--- src/rtl/cbs_pkg.sv ---
package cbs_pkg;

  typedef enum logic [2:0] {
    ST_IDLE   = 3'd0,
    ST_RCVD   = 3'd1,
    ST_BRKIN  = 3'd2,
    ST_RUN    = 3'd3,
    ST_BRKOUT = 3'd4
  } cbs_state_t;

endpackage

--- src/rtl/cbs_cyc_ctr.sv ---
// Routine cycle counter: remaining cycles plus sub-phase within a cycle.
module cbs_cyc_ctr #(
  parameter int LENW = 4,
  parameter int SUB  = 2
) (
  input  logic            clk,
  input  logic            rst_n,
  input  logic            load,
  input  logic            adv,
  input  logic [LENW-1:0] len,
  output logic            first,
  output logic            last,
  output logic            cyc_end,
  output logic            sub_zero
);

  localparam int SW = (SUB > 1) ? $clog2(SUB) : 1;
  localparam logic [SW-1:0]   SUB_LAST = SW'(SUB - 1);
  localparam logic [LENW-1:0] ONE      = LENW'(1);

  logic [LENW-1:0] rem_q, rem_d;
  logic [SW-1:0]   sub_q, sub_d;
  logic            first_q, first_d;

  always_comb begin
    rem_d   = rem_q;
    sub_d   = sub_q;
    first_d = first_q;
    if (load) begin
      rem_d   = (len == '0) ? ONE : len;
      sub_d   = '0;
      first_d = 1'b1;
    end else if (adv) begin
      if (sub_q == SUB_LAST) begin
        sub_d   = '0;
        first_d = 1'b0;
        if (rem_q > ONE) begin
          rem_d = rem_q - ONE;
        end
      end else begin
        sub_d = sub_q + SW'(1);
      end
    end
  end

  always_ff @(posedge clk or negedge rst_n) begin
    if (!rst_n) begin
      rem_q   <= ONE;
      sub_q   <= '0;
      first_q <= 1'b0;
    end else if (load || adv) begin
      rem_q   <= rem_d;
      sub_q   <= sub_d;
      first_q <= first_d;
    end
  end

  assign first    = first_q;
  assign last     = (rem_q == ONE);
  assign cyc_end  = (sub_q == SUB_LAST);
  assign sub_zero = (sub_q == '0);

endmodule

--- src/rtl/cbs_fsm.sv ---
// Break-in / run / chain / break-out control and context save.
module cbs_fsm
  import cbs_pkg::*;
#(
  parameter int AW = 12
) (
  input  logic          clk,
  input  logic          rst_n,
  input  logic          svc_req,
  input  logic          svc_grant,
  input  logic          chain_req,
  input  logic [AW-1:0] ctl_addr_in,
  input  logic          ctr_first,
  input  logic          ctr_last,
  input  logic          ctr_cyc_end,
  input  logic          ctr_sub_zero,
  output logic          ctr_load,
  output logic          ctr_adv,
  output logic          rtne_rcvd,
  output logic          break_in,
  output logic          io_rtn,
  output logic          early_first,
  output logic          first_cyc,
  output logic          chain_first,
  output logic          chain,
  output logic          last_cyc,
  output logic          break_out,
  output logic [AW-1:0] restore_addr
);

  cbs_state_t state_q, state_d;
  logic       chained_q, chained_d;
  logic [AW-1:0] addr_q;
  logic       take_chain, end_rtn, addr_en;

  assign take_chain = (state_q == ST_RUN) && ctr_last && ctr_cyc_end && chain_req;
  assign end_rtn    = (state_q == ST_RUN) && ctr_last && ctr_cyc_end && !chain_req;
  assign addr_en    = (state_q == ST_BRKIN);

  always_comb begin
    state_d = state_q;
    unique case (state_q)
      ST_IDLE:   if (svc_req && svc_grant) state_d = ST_RCVD;
      ST_RCVD:   state_d = ST_BRKIN;
      ST_BRKIN:  state_d = ST_RUN;
      ST_RUN:    if (end_rtn) state_d = ST_BRKOUT;
      ST_BRKOUT: state_d = ST_IDLE;
      default:   state_d = ST_IDLE;
    endcase
  end

  always_comb begin
    chained_d = chained_q;
    if (state_q == ST_BRKIN) begin
      chained_d = 1'b0;
    end else if (take_chain) begin
      chained_d = 1'b1;
    end
  end

  always_ff @(posedge clk or negedge rst_n) begin
    if (!rst_n) begin
      state_q   <= ST_IDLE;
      chained_q <= 1'b0;
    end else begin
      state_q   <= state_d;
      chained_q <= chained_d;
    end
  end

  always_ff @(posedge clk or negedge rst_n) begin
    if (!rst_n) begin
      addr_q <= '0;
    end else if (addr_en) begin
      addr_q <= ctl_addr_in;
    end
  end

  assign ctr_load     = (state_q == ST_BRKIN) || take_chain;
  assign ctr_adv      = (state_q == ST_RUN);
  assign rtne_rcvd    = (state_q == ST_RCVD);
  assign break_in     = (state_q == ST_BRKIN);
  assign io_rtn       = (state_q == ST_RUN);
  assign break_out    = (state_q == ST_BRKOUT);
  assign first_cyc    = io_rtn && ctr_first;
  assign early_first  = first_cyc && ctr_sub_zero;
  assign chain_first  = first_cyc && chained_q;
  assign chain        = io_rtn && ctr_last && chain_req;
  assign last_cyc     = io_rtn && ctr_last && !chain_req;
  assign restore_addr = addr_q;

endmodule

--- src/rtl/cbs_store_ctl.sv ---
// Local-store strobe gating and storage byte-control mask register.
module cbs_store_ctl #(
  parameter int BYTES = 4
) (
  input  logic             clk,
  input  logic             rst_n,
  input  logic             io_rtn,
  input  logic             ls_rd_req,
  input  logic             ls_wr_req,
  input  logic             sbc_load,
  input  logic [BYTES-1:0] sbc_val,
  output logic             ls_rd,
  output logic             ls_wr,
  output logic             ls_conflict,
  output logic [BYTES-1:0] sbc_mask
);

  logic             lane_en;
  logic [BYTES-1:0] mask_q;

  assign lane_en = sbc_load && io_rtn;

  for (genvar b = 0; b < BYTES; b++) begin : g_lane
    always_ff @(posedge clk or negedge rst_n) begin
      if (!rst_n) begin
        mask_q[b] <= 1'b0;
      end else if (lane_en) begin
        mask_q[b] <= sbc_val[b];
      end
    end
  end

  assign sbc_mask    = mask_q;
  assign ls_rd       = io_rtn && ls_rd_req;
  assign ls_wr       = io_rtn && ls_wr_req;
  assign ls_conflict = io_rtn && ls_rd_req && ls_wr_req;

endmodule

--- src/rtl/cbs_first_chk.sv ---
// Independent confirmation that every routine load is followed by a first cycle.
module cbs_first_chk (
  input  logic clk,
  input  logic rst_n,
  input  logic ctr_load,
  input  logic first_cyc,
  output logic err
);

  logic expect_q, err_q, err_d;

  assign err_d = expect_q && !first_cyc;

  always_ff @(posedge clk or negedge rst_n) begin
    if (!rst_n) begin
      expect_q <= 1'b0;
      err_q    <= 1'b0;
    end else begin
      expect_q <= ctr_load;
      err_q    <= err_d;
    end
  end

  assign err = err_q;

endmodule

--- src/rtl/chan_brkin_seq.sv ---
module chan_brkin_seq #(
  parameter int LENW  = 4,
  parameter int SUB   = 2,
  parameter int AW    = 12,
  parameter int BYTES = 4
) (
  input  logic             clk,
  input  logic             rst_n,
  input  logic             svc_req,
  input  logic             svc_grant,
  input  logic [LENW-1:0]  rtn_len,
  input  logic             chain_req,
  input  logic [AW-1:0]    ctl_addr_in,
  input  logic             ls_rd_req,
  input  logic             ls_wr_req,
  input  logic             sbc_load,
  input  logic [BYTES-1:0] sbc_val,
  output logic             rtne_rcvd,
  output logic             break_in,
  output logic             io_rtn,
  output logic             early_first,
  output logic             first_cyc,
  output logic             chain_first,
  output logic             chain,
  output logic             last_cyc,
  output logic             break_out,
  output logic [AW-1:0]    restore_addr,
  output logic             ls_rd,
  output logic             ls_wr,
  output logic             ls_conflict,
  output logic [BYTES-1:0] sbc_mask,
  output logic             first_chk_err
);

  logic ctr_load, ctr_adv, ctr_first, ctr_last, ctr_cyc_end, ctr_sub_zero;

  cbs_cyc_ctr #(.LENW(LENW), .SUB(SUB)) u_ctr (
    .clk      (clk),
    .rst_n    (rst_n),
    .load     (ctr_load),
    .adv      (ctr_adv),
    .len      (rtn_len),
    .first    (ctr_first),
    .last     (ctr_last),
    .cyc_end  (ctr_cyc_end),
    .sub_zero (ctr_sub_zero)
  );

  cbs_fsm #(.AW(AW)) u_fsm (
    .clk          (clk),
    .rst_n        (rst_n),
    .svc_req      (svc_req),
    .svc_grant    (svc_grant),
    .chain_req    (chain_req),
    .ctl_addr_in  (ctl_addr_in),
    .ctr_first    (ctr_first),
    .ctr_last     (ctr_last),
    .ctr_cyc_end  (ctr_cyc_end),
    .ctr_sub_zero (ctr_sub_zero),
    .ctr_load     (ctr_load),
    .ctr_adv      (ctr_adv),
    .rtne_rcvd    (rtne_rcvd),
    .break_in     (break_in),
    .io_rtn       (io_rtn),
    .early_first  (early_first),
    .first_cyc    (first_cyc),
    .chain_first  (chain_first),
    .chain        (chain),
    .last_cyc     (last_cyc),
    .break_out    (break_out),
    .restore_addr (restore_addr)
  );

  cbs_store_ctl #(.BYTES(BYTES)) u_store (
    .clk         (clk),
    .rst_n       (rst_n),
    .io_rtn      (io_rtn),
    .ls_rd_req   (ls_rd_req),
    .ls_wr_req   (ls_wr_req),
    .sbc_load    (sbc_load),
    .sbc_val     (sbc_val),
    .ls_rd       (ls_rd),
    .ls_wr       (ls_wr),
    .ls_conflict (ls_conflict),
    .sbc_mask    (sbc_mask)
  );

  cbs_first_chk u_fchk (
    .clk       (clk),
    .rst_n     (rst_n),
    .ctr_load  (ctr_load),
    .first_cyc (first_cyc),
    .err       (first_chk_err)
  );

endmodule

--- config.mk ---
export PLATFORM = sky130hd
export DESIGN_NAME = chan_brkin_seq
export DESIGN_NICKNAME = d
export VERILOG_FILES = /design/src/rtl/cbs_pkg.sv /design/src/rtl/cbs_cyc_ctr.sv /design/src/rtl/cbs_fsm.sv /design/src/rtl/cbs_store_ctl.sv /design/src/rtl/cbs_first_chk.sv /design/src/rtl/chan_brkin_seq.sv
export SDC_FILE = /design/constraint.sdc
export NUM_CORES = 1
export LEC_CHECK = 0
export CELL_PAD_IN_SITES_DETAIL_PLACEMENT = 1
export CELL_PAD_IN_SITES_GLOBAL_PLACEMENT = 1
export CORE_MARGIN = 10
export CORE_UTILIZATION = 30
export DETAILED_ROUTE_END_ITERATION = 8
export PLACE_DENSITY_LB_ADDON = 0.1
export SLEW_MARGIN = 20
export SYNTH_ARGS = -nofsm -noshare
export SYNTH_HDL_FRONTEND = slang
export SYNTH_SLANG_ARGS = --single-unit
--- constraint.sdc ---
create_clock -name clk -period 5.19 [get_ports clk]
set_input_delay 0.519 -clock clk [delete_from_list [all_inputs] [get_ports clk]]
set_output_delay 0.519 -clock clk [all_outputs]
set_load 0.02 [all_outputs]
# ---- Yosys cells after proc, flatten, opt, wreduce, memory -nomap -nowiden
# Index checks and enable logic that the tools add are counted.
dict set report word_totals {
  input_bits 28
  output_inout_bits 29
  register_bits 28
}
dict set report classes {
  eq_ne 7
  order_cmp 1
  reduce_logical 29
  bitwise_logic 1
  mux 16
  n_addsub 2
}
# op n
set ops {}
lappend ops {{2-to-1 mux 4 bit} 5}
lappend ops {{logical AND 1 bit} 15}
lappend ops {{one-hot mux 3 bit (4 select lines)} 1}
lappend ops {{2-to-1 mux 1 bit} 8}
lappend ops {{nonzero test 2 bit} 4}
lappend ops {{== test 3 x 2 -> 1 bit (second input constant)} 2}
lappend ops {{2-to-1 mux 3 bit} 2}
lappend ops {{== test 4 x 1 -> 1 bit (second input constant)} 1}
lappend ops {{greater-than comparator 4 x 1 -> 1 bit (second input constant)} 1}
lappend ops {{logical NOT 4 bit} 1}
lappend ops {{!= test 2 x 1 -> 1 bit (second input constant)} 2}
lappend ops {{AND reduction 2 bit} 2}
lappend ops {{AND reduction 4 bit} 1}
lappend ops {{subtractor 4 x 1 -> 4 bit (second input constant)} 1}
lappend ops {{== test 3 x 1 -> 1 bit (second input constant)} 1}
lappend ops {{== test 3 bit (second input constant)} 1}
lappend ops {{logical NOT 3 bit} 1}
lappend ops {{AND reduction 3 bit} 1}
lappend ops {{logical NOT 1 bit} 2}
lappend ops {{logical OR 1 bit} 2}
lappend ops {{adder 1 bit (second input constant)} 1}
lappend ops {{inverter 1 bit} 1}

# ---- Longest topological paths before layout
# Gate-level depths: netlist of run 1.
dict set report logic_depth {
  depth_word 7
  depth_mapped 8
  depth_no_buf 7
}

# ---- Cells and area by module
# Synthesis of run 1 repeated with hierarchy kept, for this count alone.
dict set report hier_totals {
  hier_cells 111
  area_unflattened_um2 1441.4
}
# module area_per_inst_um2 instances seq_area_each_um2 cells_per_inst
set by_module_without_submodules {}
lappend by_module_without_submodules {cbs_fsm 770.7 1 400.4 54}
lappend by_module_without_submodules {cbs_cyc_ctr 417.9 1 151.4 42}
lappend by_module_without_submodules {cbs_store_ctl 188.9 1 100.1 12}
lappend by_module_without_submodules {cbs_first_chk 63.8 1 50.0 3}

# ---- Worst setup path before layout of run 1
# Ideal clock, no wire load.
dict set report synth_path {
  kind {reg2out}
  startpoint {reg u_fsm.state_q[2]}
  endpoint {out early_first}
  path_stages_with_launch 5
  path_slack_ps 3100
  t_arrival_ps 1571
  path_cell_list {dfrtp_1 > and3b_1 > buf_2 > and2_1 > nor2b_1}
}
dict set report synth_via {
  elab_chain_cells 3
}
# item line_no
set synth_lines {}
lappend synth_lines {{start, declared} cbs_fsm.sv:31} ;# cbs_state_t state_q, state_d;
lappend synth_lines {{start signal, assigned} cbs_fsm.sv:66} ;# state_q <= state_d;
lappend synth_lines {{== test 3 x 2 -> 1 bit} cbs_fsm.sv:83} ;# assign io_rtn = (state_q == ST_RUN);
lappend synth_lines {{named net io_rtn} chan_brkin_seq.sv:20} ;# output logic io_rtn,
lappend synth_lines {{logical AND 1 bit} cbs_fsm.sv:85} ;# assign first_cyc = io_rtn && ctr_first;
lappend synth_lines {{named net first_cyc} chan_brkin_seq.sv:22} ;# output logic first_cyc,
lappend synth_lines {{logical AND 1 bit} cbs_fsm.sv:86} ;# assign early_first = first_cyc && ctr_sub_zero;
lappend synth_lines {{end, declared} chan_brkin_seq.sv:21} ;# output logic early_first,
# The timed path passes the listed nets, and every way through them passes these cells.

# ---- Worst setup path in the final report of run 1
dict set report layout_path {
  startpoint {reg u_fsm.state_q[2]}
  endpoint {out early_first}
}
dict set report layout_via {
  elab_chain_cells 3
}
# item line_no
set layout_lines {}
lappend layout_lines {{== test 3 x 2 -> 1 bit} cbs_fsm.sv:83}
lappend layout_lines {{logical AND 1 bit} cbs_fsm.sv:85}
lappend layout_lines {{logical AND 1 bit} cbs_fsm.sv:86}
# No other way between the ends.

==> flow_metrics.tcl, run 1 <==
set metrics [dict create \
    crit_slowest_cell "clkdlybuf4s50_1" \
    post_cts_buffers 0 \
    ys_ff_latch 28 \
    seq_area_frac_synth 0.545 \
    clock-sinks 28 \
    syn_inst 104 \
    remaining_drc_errors 0 \
    overflow 0 \
    ir_drop_mv 0.196 \
    grt_setup_unrepaired "no" \
    diodes 0 \
    crit_required_ns 4.67 \
    clk_path_buf_depth 2 \
    syn2layout_area_growth_pct 51.4 \
    cp.depth 4 \
    crit_type "register to output port" \
    die_h_um 85.5 \
    fin_ws_ns 2.43 \
    antenna_left 0 \
    hpwlAfterDp_um 2830 \
    ctsResizeCount 0 \
    p_leak_uw 0.000803 \
    clk_pin_slew_ns 0.09 \
    cts_buffers 3 \
    hold_violations 0 \
    cp_top_family "simple AND/OR/NAND/NOR gates" \
    layoutNonFillerInstCount 212 \
    whs_path_depth 1 \
    rows 23 \
    io_pins 57 \
    drtPass1Iterations 4 \
    dp.cells 208 \
    max_freq_mhz 362 \
    fin_setup_tns_ns 0 \
    maxCapViolCount 0 \
    startpoint_type "register" \
    nFillCells 452 \
    antenna_found_initial 0 \
    synth_top_area_frac 0.525 \
    skew_ns 0.00176 \
    synth_cell_types 30 \
    synthTopCellsByArea "dfrtp_1 52%, mux2_1 9.6%, mux2_2 4.4%" \
    fp.dieArea_sq_um 7310 \
    hp-class "register to register" \
    grt_max_degree 29 \
    relSlewSlack 0.463 \
    critPathMaxStageDelay_ns 0.64 \
    h-tree-depth 1 \
    setup-violations-final 0 \
    core_area_sq_um 4090 \
    synth_largest_area_cell "dfrtp_1" \
    drt_iter0_markers 9 \
    synth_nets 134 \
    viasPerCell 4.74 \
    cts_hold_buf 0 \
    grt_pass1_wl_um 5710 \
    power_density_nw_per_um2 622 \
    start_util 0.315 \
    syn_avg_cell_area_sq_um 12.4 \
    port_buffers 56 \
    outcome "complete, no violations" \
    drt-total-wl_um 3480 \
    cts-root-buf "clkbuf_8" \
    clk-insertion-delay-late_ns 0.26 \
    wl_per_cell_um 16.4 \
    crit_chain "and3b_1 > and2_1 > nor2b_1 > clkdlybuf4s50_1" \
    ys_warn_count 0 \
    worst-path-buf-inv 1 \
    die_width_um 85.5 \
    track_usage 0.0941 \
    worstMarginPinSlew_ns 0.805 \
    synth_area_sq_um 1290 \
    path_max_fanout 11 \
    end_kind "output port" \
    cts_tree "built" \
    drive_gt1_frac 0.0988 \
    grt_pass1_vias 1134 \
    min_period_over_period 0.532 \
    vias 1004 \
    cp.arrival_ns 2.24 \
    nets 193 \
    routabilityCongestion 0.750 \
    finalMaxSlewViolations 0 \
    r2r_cells 5 \
    place_ws_ns 2.61 \
    period_needed_ns 2.76 \
]
[metrics by stage]
stage	instance area [sq um]	utilization	total power (uW)	hold slack (ns)
after global routing	1950	0.477	1320	0.524
after CTS	1950	0.477	1240	0.497
after detailed placement	1890	0.464	1100	0.475
after global placement	1890	0.464	1080	0.467
final	1950	0.477	1210	0.491
after floorplan	1290	-	817	0.223
[layout by cell type (no fill, tap or decap), drive strengths merged]
cell           count
nor3b              4
clkbuf             4
and3b              1
xnor2              1
buf                1
o21ai              6
nor2              10
mux2              16
a31oi              1
nand3b             1
nand4b             1
nor2b              5
and2               4
ha                 2
a211oi             2
clkdlybuf4s50     56
nand4bb            1
and3               3
a21oi              4
inv                3
a21o               1
o21bai             1
nand2              2
dfrtp             27
o311a              1
nor3               3
dfstp              1
[cell type report]
class	instances	area (sq um)	area share
Inverter	3	11.3	0.00578
Sequential cell	28	702	0.360
Clock buffer	4	55.1	0.0282
Timing Repair Buffer	57	568	0.291
Multi-Input combinational cell	70	551	0.282
Tap cell	50	62.6	0.0321
[synthesized netlist by cell type, drive strengths merged]
master   instances
dfrtp           27
mux2            16
nor2            10
o21ai            6
nor2b            5
a21oi            4
and2             4
nor3b            4
and3             3
buf              3
inv              3
nor3             3
a211oi           2
ha               2
nand2            2
a21o             1
a31oi            1
and3b            1
dfstp            1
nand3b           1
nand4b           1
nand4bb          1
o21bai           1
o311a            1
xnor2            1
[worst register-to-register path, cell delays in order (launching register included)]
cell and delay, ns:
dfrtp_1 0.46, nor3b_4 0.71, o21bai_4 0.34, nor2_1 0.09, a211oi_2 0.15, a21oi_1 0.06
[report_power, final]
group	switching, uW	leakage (uW)	internal [uW]
combinational	354	0.000440	339
clock	63.5	0.0000288	67.7
sequential	64.3	0.000334	324
[registers in the layout, indices dropped and copies added (netlist names)]
signal and count:
u_fsm.state_q 3, u_fsm.chained_q 1, u_store.sbc_mask 4, u_fchk.expect_q 1
u_ctr.rem_q 4, u_fsm.restore_addr 12, u_ctr.first 1, u_ctr.cyc_end 1
u_fchk.err 1
[path summary, 6_finish.rpt]
kind | slack [ns] | from | to
setup / recovery | 2.43 | u_fsm.state_q[2] | early_first
hold / removal | 0.49 | u_fsm.restore_addr[4] | u_fsm.restore_addr[4]
setup reg to reg | 3.26 | u_fsm.state_q[0] | u_ctr.rem_q[1]
hold reg to reg | 0.49 | u_fsm.restore_addr[4] | u_fsm.restore_addr[4]
max in group asynchronous | 4.26 | rst_n | u_ctr.rem_q[0]
min in group asynchronous | 0.63 | rst_n | u_store.sbc_mask[2]
[kinds of logic after synthesis]
| group | Yosys count | share of synthesized area |
|---|---|---|
| adder cells (fa/ha/maj) | 2 | 0.0194 |
| buffers and inverters | 6 | 0.0272 |
| XOR/XNOR | 1 | 0.00680 |
| AND/OR/NAND/NOR | 35 | 0.165 |
| flip-flops | 28 | 0.545 |
| multiplexers | 16 | 0.140 |
| AO/OA/AOI/OAI | 16 | 0.0962 |
[routing by layer]
metal  vias up  share of wire  GRT usage  wire length, um
met3         2          0.089     0.0397              311
met5         -              0          0                0
met4         0         0.0043     0.0225               15
met1       485           0.43      0.111             1510
li1        480              -          -                -
met2        37           0.47      0.155             1640
No activity file was read; power rests on OpenSTA's default activity.
==> run 2, diff against run 1 <==
- clock period: 5.19 -> 2.6 ns (I/O delays scaled with it)
==> flow_metrics.tcl, run 2 (same netlist as run 1, synthesis figures left out) <==
set metrics [dict create \
    outcome "complete, no violations" \
    fin_util 0.485 \
    cp.arrival_ns 2.09 \
    grt_pass1_vias 1092 \
    end_kind "output port" \
    worstMarginPinSlew_ns 0.467 \
    final_cell_mix "56 x clkdlybuf4s50_1, 27 x dfrtp_1, 11 x mux2_1" \
    core_area_sq_um 4090 \
    clk_path_buf_depth 2 \
    start_util 0.315 \
    overflow 0 \
    routabilityCongestion 0.759 \
    skew_ns 0.00252 \
    startpoint_type "register" \
    fp.dieArea_sq_um 7310 \
    max_freq_mhz 426 \
    diodes 0 \
    drtPass1Iterations 3 \
    clk_pin_slew_ns 0.09 \
    place_ws_ns 0.501 \
    largest_reg_flops 12 \
    grt_max_degree 29 \
    period_needed_ns 2.35 \
    track_usage 0.0953 \
    port_buffers 56 \
    grt_pass1_wl_um 5740 \
    hold_violations 0 \
    maxCapViolCount 0 \
    crit_type "register to output port" \
    crit_required_ns 2.34 \
    relSlewSlack 0.688 \
    viasPerCell 4.65 \
    fin_ws_ns 0.254 \
    wl_per_cell_um 16.2 \
    cts_hold_buf 0 \
    io_pins 57 \
    clk-insertion-delay-late_ns 0.27 \
    power_density_nw_per_um2 1270 \
    p_leak_uw 0.000820 \
    final_common_cell "clkdlybuf4s50_1" \
    path_max_fanout 8 \
    cts-root-buf "clkbuf_8" \
    vias 995 \
    rows 23 \
    post_cts_buffers 0 \
    ctsResizeCount 0 \
    hpwlAfterDp_um 2870 \
    die_h_um 85.5 \
    grt_setup_unrepaired "no" \
    remaining_drc_errors 0 \
    drive_gt1_frac 0.110 \
    syn2layout_area_growth_pct 53.8 \
    nets 195 \
    die_width_um 85.5 \
    cts_tree "built" \
    clock-sinks 28 \
    antenna_left 0 \
    min_period_over_period 0.902 \
    cts_buffers 3 \
    fin_setup_tns_ns 0 \
    setup-violations-final 0 \
    finalMaxSlewViolations 0 \
    h-tree-depth 1 \
    antenna_found_initial 0 \
    drt_iter0_markers 15 \
    drt-total-wl_um 3470 \
    ir_drop_mv 0.383 \
    hp-class "primary input to async pin" \
]
run 2: path summary, 6_finish.rpt:
| path | from | cells after the start | end | slack (ns) |
|---|---|---|---|---|
| max | u_fsm.state_q[2] | 4 | last_cyc | 0.25 |
| min reg2reg | u_fsm.restore_addr[4] | 1 | u_fsm.restore_addr[4] | 0.49 |
| max in group asynchronous | rst_n | 2 | u_ctr.rem_q[0] | 1.94 |
| max reg2reg | u_ctr.rem_q[0] | 6 | u_ctr.rem_q[0] | 0.73 |
| min | rst_n | 2 | u_store.sbc_mask[0] | 0.36 |
| min in group clk | u_fsm.restore_addr[4] | 1 | u_fsm.restore_addr[4] | 0.49 |
run 2: stage by stage:
step                      power [uW]  cells  hold WS (ns)  instance area, sq um
after global routing            2710    214         0.402                  1980
after floorplan                 1630    104       -0.0356                  1290
after CTS                       2570    214         0.381                  1980
after global placement          2180    210         0.468                  1910
after detailed placement        2230    210         0.477                  1910
final                           2520    214         0.361                  1980
run 2: layout make-up:
class	count	area (sq um)
well taps	50	62.6
clock buffers	3	41.3
fillers	445	2110
multi-input cells	70	551
inverters	3	11.3
clock inverters	1	30.0
repair buffers	59	583
flip-flops and latches	28	702
run 2: layer usage:
metal / vias up / GRT usage / share of wire
met5: - / 0 / 0
met4: 0 / 0.0225 / 0.0055
met3: 2 / 0.0341 / 0.081
met2: 37 / 0.151 / 0.46
met1: 471 / 0.120 / 0.46
li1: 485 / - / -
run 2: critical path: stages, from the launching register on:
cell and delay [ns]:
dfrtp_1 0.47, and3b_1 0.38, buf_4 0.18, and3_1 0.18
clkdlybuf4s50_1 0.61
run 2: where the power goes:
group          internal (uW)  switching, uW
Combinational            698            710
Sequential               647            132
Clock                    206            131
Total                   1550            973
==> run 3, diff against run 2 <==
- CORE_ASPECT_RATIO: not set -> 2
==> flow_metrics.tcl, run 3 (same netlist as run 1, synthesis figures left out) <==
set metrics [dict create \
    min_period_over_period 0.886 \
    hpwlAfterDp_um 3160 \
    grt_max_degree 29 \
    path_max_fanout 3 \
    cts-root-buf "clkbuf_8" \
    die_width_um 66.3 \
    grt_pass1_vias 1166 \
    period_needed_ns 2.30 \
    fp.dieArea_sq_um 7470 \
    fin_ws_ns 0.295 \
    io_pins 57 \
    drt_iter0_markers 11 \
    drt-total-wl_um 3720 \
    antenna_found_initial 0 \
    viasPerCell 4.72 \
    relSlewSlack 0.683 \
    end_kind "output port" \
    hp-class "primary input to async pin" \
    timing.rr.end "u_ctr.rem_q[1]" \
    whs_ns 0.357 \
    setup-violations-final 0 \
    largest_reg_flops 12 \
    worstMarginPinSlew_ns 0.474 \
    outcome "complete, no violations" \
    final_common_cell "clkdlybuf4s50_1" \
    drtPass1Iterations 3 \
    post_cts_buffers 0 \
    p_leak_uw 0.000813 \
    vias 1020 \
    grt_setup_unrepaired "no" \
    overflow 0 \
    start_util 0.312 \
    drive_gt1_frac 0.110 \
    cp.arrival_ns 2.04 \
    hold_violations 0 \
    clk_path_buf_depth 2 \
    place_ws_ns 0.564 \
    clk-insertion-delay-late_ns 0.27 \
    cts_hold_buf 0 \
    h-tree-depth 1 \
    cts_tree "built" \
    crit_type "register to output port" \
    max_freq_mhz 434 \
    cts_buffers 3 \
    nets 195 \
    r2r_cells 7 \
    diodes 0 \
    remaining_drc_errors 0 \
    clock-sinks 28 \
    fin_setup_tns_ns 0 \
    r2r_setup_slack_ns 0.72 \
    clk_pin_slew_ns 0.10 \
    die_h_um 113 \
    core_area_sq_um 4130 \
    startpoint_type "register" \
    ir_drop_mv 0.573 \
    final_cell_mix "56 x clkdlybuf4s50_1, 27 x dfrtp_1, 11 x mux2_1" \
    power_density_nw_per_um2 1260 \
    routabilityCongestion 0.702 \
    ctsResizeCount 0 \
    syn2layout_area_growth_pct 52.8 \
    finalMaxSlewViolations 0 \
    r2r_start "u_ctr.rem_q[0]" \
    grt_pass1_wl_um 6080 \
    wl_per_cell_um 17.2 \
    skew_ns 0.00683 \
    maxCapViolCount 0 \
    rows 33 \
    antenna_left 0 \
    crit_required_ns 2.34 \
    track_usage 0.103 \
    fin_util 0.476 \
    port_buffers 56 \
]
## run 3: cell count changes in the layout (fill, tap and decap cells not counted)
cell       before  now
bufinv_16       1    0
clkbuf_8        3    4
## run 3: routing by layer
metal  routed length (um)  vias up  global-route usage
met4                   32        0              0.0338
met5                    0        -                   0
li1                     -      483                   -
met2                 2070       37               0.192
met3                  306        2              0.0349
met1                 1320      498              0.0989
## run 3: worst max path at each step
stage | to | cells after the start | start | slack [ns]
floorplan | early_first | 4 | u_fsm.state_q[2] | 0.77
global placement | chain | 4 | chain_req | 0.57
detailed placement | chain | 4 | chain_req | 0.56
CTS | chain | 4 | u_ctr.rem_q[0] | 0.27
global route | early_first | 4 | u_fsm.state_q[2] | 0.18
finish | chain | 4 | u_ctr.rem_q[0] | 0.30
## run 3: stage by stage
stage / power (uW) / cells / cell area [sq um]
global placement: 2190 / 212 / 1910
global route: 2660 / 216 / 1970
floorplan: 1630 / 104 / 1290
finish: 2470 / 216 / 1970
detailed placement: 2260 / 212 / 1910
CTS: 2530 / 216 / 1970
## run 3: power by group
part | internal [uW] | leakage (uW) | switching [uW]
Combinational | 700 | 0.000450 | 725
Clock | 136 | 0.0000288 | 135
Sequential | 647 | 0.000334 | 131
Total | 1480 | 0.000813 | 991
## run 3: critical path, stage by stage (launching register included)
cell and delay [ns]:
dfstp_2 0.56, ha_1 0.18, nand4bb_1 0.23, nor2b_1 0.17, clkdlybuf4s50_1 0.63
## run 3: layout make-up
cell class,count,area (sq um)
Clock buffer,4,55.1
Fill cell,456,2160
Inverter,3,11.3
Multi-Input combinational cell,70,551
Sequential cell,28,702
Tap cell,52,65.1
Timing Repair Buffer,59,583
